File: src/rtl/mqp_pkg.sv
`timescale 1ns/1ps
package mqp_pkg;
    localparam int DATA_W = 32;

    // byte offsets of the host-visible registers
    localparam int OFF_DOORBELL = 'h20;
    localparam int OFF_STATUS   = 'h30;
    localparam int OFF_MASK     = 'h34;
    localparam int OFF_REQUEST  = 'h40;
    localparam int OFF_REPLY    = 'h44;
    localparam int OFF_SCRATCH  = 'hB0;

    localparam logic [DATA_W-1:0] EMPTY_WORD = 32'hFFFF_FFFF;
    localparam logic [DATA_W-1:0] READY_WORD = 32'hFFFF_0000;

    localparam int OVF_BIT = 8;

    function automatic int pend_bit(input bit alt);
        return alt ? 2 : 3;
    endfunction
endpackage

File: src/rtl/mqp_fifo.sv
`timescale 1ns/1ps
module mqp_fifo #(
    parameter int DEPTH = 16,
    parameter int WIDTH = 32
) (
    input  logic             clk,
    input  logic             rst_n,
    input  logic             push,
    input  logic [WIDTH-1:0] push_data,
    input  logic             pop,
    output logic [WIDTH-1:0] head,
    output logic             full,
    output logic             empty
);
    localparam int PTR_W = (DEPTH > 1) ? $clog2(DEPTH) : 1;
    localparam int CNT_W = $clog2(DEPTH + 1);
    localparam logic [PTR_W-1:0] LAST = PTR_W'(DEPTH - 1);
    localparam logic [CNT_W-1:0] FULL_CNT = CNT_W'(DEPTH);

    typedef struct packed {
        logic [DEPTH-1:0][WIDTH-1:0] mem;
        logic [PTR_W-1:0]            rd;
        logic [PTR_W-1:0]            wr;
        logic [CNT_W-1:0]            cnt;
    } fifo_st_t;

    fifo_st_t s_d, s_q;
    logic     do_push, do_pop;

    assign full  = (s_q.cnt == FULL_CNT);
    assign empty = (s_q.cnt == '0);
    assign head  = s_q.mem[s_q.rd];

    always_comb begin
        s_d     = s_q;
        do_push = push && !full;
        do_pop  = pop && !empty;
        if (do_push) begin
            s_d.mem[s_q.wr] = push_data;
            s_d.wr = (s_q.wr == LAST) ? '0 : s_q.wr + 1'b1;
        end
        if (do_pop) begin
            s_d.rd = (s_q.rd == LAST) ? '0 : s_q.rd + 1'b1;
        end
        if (do_push && !do_pop) begin
            s_d.cnt = s_q.cnt + 1'b1;
        end else if (do_pop && !do_push) begin
            s_d.cnt = s_q.cnt - 1'b1;
        end
    end

    always_ff @(posedge clk) begin
        if (!rst_n) begin
            s_q <= '0;
        end else begin
            s_q <= s_d;
        end
    end
endmodule

File: src/rtl/mqp_irq.sv
`timescale 1ns/1ps
module mqp_irq #(
    parameter int PEND_BIT = 3
) (
    input  logic        clk,
    input  logic        rst_n,
    input  logic        mask_we,
    input  logic        mask_wbit,
    input  logic        pending,
    output logic [31:0] mask_word,
    output logic        irq
);
    typedef struct packed {
        logic masked;
    } irq_st_t;

    irq_st_t s_d, s_q;

    always_comb begin
        s_d = s_q;
        if (mask_we) begin
            s_d.masked = mask_wbit;
        end
    end

    always_comb begin
        mask_word           = '0;
        mask_word[PEND_BIT] = s_q.masked;
        irq                 = pending && !s_q.masked;
    end

    always_ff @(posedge clk) begin
        if (!rst_n) begin
            s_q.masked <= 1'b1;
        end else begin
            s_q <= s_d;
        end
    end
endmodule

File: src/rtl/mmio_queue_port.sv
`timescale 1ns/1ps
module mmio_queue_port #(
    parameter int ADDR_W     = 8,
    parameter int DEPTH      = 16,
    parameter bit ALT_LAYOUT = 1'b0
) (
    input  logic              clk,
    input  logic              rst_n,
    input  logic [ADDR_W-1:0] bus_addr,
    input  logic              bus_we,
    input  logic [31:0]       bus_wdata,
    input  logic              bus_re,
    output logic [31:0]       bus_rdata,
    output logic              req_valid,
    input  logic              req_ready,
    output logic [31:0]       req_data,
    input  logic              rsp_valid,
    output logic              rsp_ready,
    input  logic [31:0]       rsp_data,
    input  logic              dev_ready,
    output logic [31:0]       doorbell,
    output logic              irq
);
    import mqp_pkg::*;

    localparam int PEND_BIT = pend_bit(ALT_LAYOUT);
    localparam logic [ADDR_W-1:0] A_DOORBELL = ADDR_W'(OFF_DOORBELL);
    localparam logic [ADDR_W-1:0] A_STATUS   = ADDR_W'(OFF_STATUS);
    localparam logic [ADDR_W-1:0] A_MASK     = ADDR_W'(OFF_MASK);
    localparam logic [ADDR_W-1:0] A_REQUEST  = ADDR_W'(OFF_REQUEST);
    localparam logic [ADDR_W-1:0] A_REPLY    = ADDR_W'(OFF_REPLY);
    localparam logic [ADDR_W-1:0] A_SCRATCH  = ADDR_W'(OFF_SCRATCH);

    typedef struct packed {
        logic [DATA_W-1:0] rdata;
        logic [DATA_W-1:0] doorbell;
        logic              ovf;
        logic              ready;
    } port_st_t;

    port_st_t s_d, s_q;

    logic        req_full, req_empty;
    logic        rsp_full, rsp_empty;
    logic [31:0] rsp_head;
    logic [31:0] mask_word;
    logic [31:0] status_word;
    logic        hit_req_wr, hit_rsp_rd, hit_mask_wr;

    assign hit_req_wr  = bus_we && (bus_addr == A_REQUEST);
    assign hit_rsp_rd  = bus_re && (bus_addr == A_REPLY);
    assign hit_mask_wr = bus_we && (bus_addr == A_MASK);

    // inbound: host writes, device drains
    mqp_fifo #(.DEPTH(DEPTH), .WIDTH(DATA_W)) u_req_q (
        .clk       (clk),
        .rst_n     (rst_n),
        .push      (hit_req_wr),
        .push_data (bus_wdata),
        .pop       (req_valid && req_ready),
        .head      (req_data),
        .full      (req_full),
        .empty     (req_empty)
    );

    // outbound: device fills, host reads
    mqp_fifo #(.DEPTH(DEPTH), .WIDTH(DATA_W)) u_rsp_q (
        .clk       (clk),
        .rst_n     (rst_n),
        .push      (rsp_valid),
        .push_data (rsp_data),
        .pop       (hit_rsp_rd),
        .head      (rsp_head),
        .full      (rsp_full),
        .empty     (rsp_empty)
    );

    mqp_irq #(.PEND_BIT(PEND_BIT)) u_irq (
        .clk       (clk),
        .rst_n     (rst_n),
        .mask_we   (hit_mask_wr),
        .mask_wbit (bus_wdata[PEND_BIT]),
        .pending   (!rsp_empty),
        .mask_word (mask_word),
        .irq       (irq)
    );

    assign req_valid = !req_empty;
    assign rsp_ready = !rsp_full;
    assign bus_rdata = s_q.rdata;
    assign doorbell  = s_q.doorbell;

    always_comb begin
        status_word           = '0;
        status_word[PEND_BIT] = !rsp_empty;
        status_word[OVF_BIT]  = s_q.ovf;
    end

    always_comb begin
        s_d = s_q;
        if (hit_req_wr && req_full) begin
            s_d.ovf = 1'b1;
        end
        if (dev_ready) begin
            s_d.ready = 1'b1;
        end
        if (bus_we && (bus_addr == A_DOORBELL)) begin
            s_d.doorbell = bus_wdata;
        end
        if (bus_re) begin
            case (bus_addr)
                A_DOORBELL: s_d.rdata = s_q.doorbell;
                A_STATUS:   s_d.rdata = status_word;
                A_MASK:     s_d.rdata = mask_word;
                A_REPLY:    s_d.rdata = rsp_empty ? EMPTY_WORD : rsp_head;
                A_SCRATCH:  s_d.rdata = s_q.ready ? READY_WORD : '0;
                default:    s_d.rdata = '0;
            endcase
        end
    end

    always_ff @(posedge clk) begin
        if (!rst_n) begin
            s_q <= '0;
        end else begin
            s_q <= s_d;
        end
    end
endmodule

File: config.mk
export PLATFORM = sky130hd
export DESIGN_NAME = mmio_queue_port
export DESIGN_NICKNAME = d
export VERILOG_FILES = /design/src/rtl/mqp_pkg.sv /design/src/rtl/mqp_fifo.sv /design/src/rtl/mqp_irq.sv /design/src/rtl/mmio_queue_port.sv
export SDC_FILE = /design/constraint.sdc
export NUM_CORES = 2
export LEC_CHECK = 0
export ABC_CLOCK_PERIOD_IN_PS = 3900
export BUFFER_PORTS_ARGS = -buffer_cell sky130_fd_sc_hd__buf_2
export CAP_MARGIN = 10
export CORE_MARGIN = 8
export CORE_UTILIZATION = 60
export DETAILED_ROUTE_END_ITERATION = 10
export GPL_TIMING_DRIVEN = 1
export PLACE_DENSITY = 0.8
export REMOVE_ABC_BUFFERS = 1
export SYNTH_ARGS = -nofsm -noshare
export SYNTH_HDL_FRONTEND = slang
export SYNTH_SLANG_ARGS = --single-unit
export TNS_END_PERCENT = 10
File: constraint.sdc
create_clock -name clk -period 3.9 [get_ports clk]
set_clock_uncertainty 0.1 [all_clocks]
set_input_delay 0.195 -clock clk [delete_from_list [all_inputs] [get_ports clk]]
set_output_delay 0.195 -clock clk [all_outputs]
set_load 0.03 [all_outputs]
==> metrics <==
post-synthesis async set-or-reset flop share=0%; relative slew slack=19.65%; Top FF cell, synth=dfxtp_1; via count=approximately 38000; Area after DPL=50820 sq um; CP max FO=24; layout cells sized above 1=15.31%; 1st-iter DRT viols=3911; crit path launch type=flip-flop; largest family of logic cells by synthesized area=multiplexers; GRT Overall Usage=29.41%; Post-Route Setup TNS=0 ns; Cell Chain, Critical Path=nor4_1 -> nor2b_4 -> buf_4 -> nor2_1 -> buf_2; final setup fails=0; CTS Sinks=~1100; clk buf depth=3; most frequent cells in the layout=nand2_1, dfxtp_1, mux2i_1; clock slew at reported path FFs=0.06 ns; Slowest-stage cell, CP=nor2b_4; total stage count of the critical path=5; total congestion overflow=0; Post-Place Cells=5991; DRT antenna net count=0; number of synthesized flops with an enable pin=0; mux cell area share after synthesis=23.18%; simple logic cell fraction of the synthesized area=~15%; post_cts resized=0; vias in the first global route=roughly 38000; Internal Power=about 19000 uW; drt pass-1 iters=6; DRC Markers=0; Avg WL per Cell=22.59 microns; delay-heaviest family, CP=simple AND/OR/NAND/NOR gates; Critical Path End Type=output port; Seq/Total Area, Yosys=roughly 45%; Initial Util=~60%; Post-Layout Inst Area=55420 sq um; crit path DAT=between 3 and 4 ns; fraction of synthesized cell area in xor and xnor cells=less than 1%; Comb pwr share=9.9%; Lkg Pwr=0.02226 uW; CTS tree=yes; outcome=completed; actual slew at the worst max-slew pin=1.204 ns; Die H=305.1 microns; setup bufs post-CTS=0; fin crit share=approximately 94%; Netlist cell types=56; die width=approximately 310 microns; capturing point of the worst reg2reg path=u_rsp_q.s_q[4]; maximum vdd ir drop=0.3933 mV; Net Sw Power=slightly above 6000 uW; Worst R2R Start=u_rsp_q.s_q[0]; largest net degree at the start of global routing=147; post-synthesis compound-gate area fraction=11.01%; initial antenna violation count=7; fin. max-slew vios=0; WS Path Type=reg -> out; HPWL after detailed placement=85050 microns; die area=93110 sq um; Finished Layout Cells=6275; Req. time, crit path=3.61 ns; commonest non-fill, non-tap cell in the layout=nand2_1; CTS Root Cell=clkbuf_16; Final nets=5204; Syn Inst Count=5203; clock power share=between 40% and 50%; total power=25180 uW; Synth Area per Inst=9.641 sq um; hold crit path type=in -> reg; Detailed Route WL=~140000 microns; synthesis-to-finish area growth=10.47%; Post-Synth Adder-Cell Area=less than 1%; Seq pwr share=~47%; R2R Setup Slk=0.50 ns; Netlist Area Pre-Place=between 50000 and 60000 sq um; Yosys reg bits=1117; TritonCTS buffer count=110; Final Hold Viols=0; hold bufs inserted after CTS=82; synth warn=0; port bufs=177; core area=just over 80000 sq um; WP buf/inv=2; first-pass GRT wire length=219100 microns; I/O pin count=178; CP startpoint=u_rsp_q.s_q[0]; Worst path max stage delay=approximately 0.88 ns; Final Critical Period=roughly 3.6 ns; critical path endpoint=irq; row count=~110; drt via density=between 6 and 7; sw frac=between 20% and 30%; Fmax=approximately 0.27 GHz; worst skew pair latency=between 0.6 and 0.7 ns; routability cong.=0.8496; pwr dens=454.4 nW/um^2; setup repair after global routing missed its margin=no; reg2reg path depth=11; max cap viols=0; H-tree Lvls=3
## layout make-up
cell class / instances / area, sq um
inverters: 13 / 48.80
clock buffers: 162 / 3342
fillers: 6234 / 27740
clock inverters: 36 / 421.7
flip-flops and latches: 1117 / 22380
multi-input cells: 3490 / 25050
diodes: 4 / 10.01
repair buffers: 373 / 2810
well taps: 1080 / 1351
## worst register-to-register path, delay by kind of cell (launching register included)
kind	cells	cell delay, ns
AND/OR/NAND/NOR	5	1.64
adder cells (fa/ha/maj)	2	0.60
AO/OA/AOI/OAI	2	0.36
flip-flops	1	0.34
multiplexers	1	0.19
buffers and inverters	1	0.11
## power by group through the flow
stage | Combinational (uW) | Sequential (uW) | Clock, uW
finish | 2490 | 11700 | 11000
global route | 2660 | 11700 | 11500
CTS | 2470 | 11700 | 11000
detailed placement | 2400 | 12000 | 0
global placement | 2380 | 12000 | 0
floorplan | 1240 | 12200 | 0
## metrics by stage
step | setup WS (ns) | util, % | hold WS (ns)
after floorplan | -3.017 | - | 0.1569
final | 0.2513 | 66.64 | 0.01728
after detailed placement | 0.4626 | 61.11 | 0.3493
after global placement | 0.4737 | 61.11 | 0.3411
after CTS | 0.2411 | 66.63 | 0.003739
after global routing | 0.1050 | 66.63 | 0.03701
## flip-flops by register name (all words and copies together), names as in the netlist
name / flops
u_rsp_q.s_q: 525
u_irq.s_q: 1
bus_rdata: 32
u_req_q.s_q: 525
s_q: 2
doorbell: 32
## layer usage
metal  part of all wire, %  vias to the layer above  GRT usage, %  routed length [microns]
li1                      -                    17457             -                        -
met1                    40                    18853         37.70                    56650
met2                    48                     1614         49.96                    68600
met3                   8.2                      327         4.956                    11650
met4                   3.4                        4         10.98                     4830
met5                 0.015                        -             0                       21
## how the worst min path moves through the flow
stage | from | endpoint | cells after the start
after floorplan | rst_n | u_irq.s_q | 1
final | rsp_valid | u_rsp_q.s_q[6] | 4
after global placement | u_req_q.s_q[128] | u_req_q.s_q[128] | 2
after CTS | rsp_valid | u_rsp_q.s_q[6] | 4
after detailed placement | u_req_q.s_q[92] | u_req_q.s_q[92] | 2
after global routing | rsp_valid | u_rsp_q.s_q[6] | 4
## cells in the mapped netlist (all sizes together), types with 20 or more instances
cell    number  share of area [%]
buf        224                2.9
nor2b       28               0.35
a211oi      31               0.46
mux4       255                 11
a21boi     549                8.2
o22ai       32               0.40
nand3       20               0.30
nand2     1713                 13
a21oi       26               0.26
mux2i      572                 11
dfxtp     1117                 45
o21ai       40               0.40
clkbuf     359                2.7
## logic make-up (layout without fill, tap and decap cells)
group / count (synthesis) / in the layout
simple gates: 1858 / 1858
flops: 1117 / 1117
compound gates: 755 / 755
xor+xnor: 15 / 15
buf+inv: 596 / 584
mux: 841 / 841
other cells: 0 / 4
fa+ha+maj: 21 / 21
(Power assumes the default switching activity.)
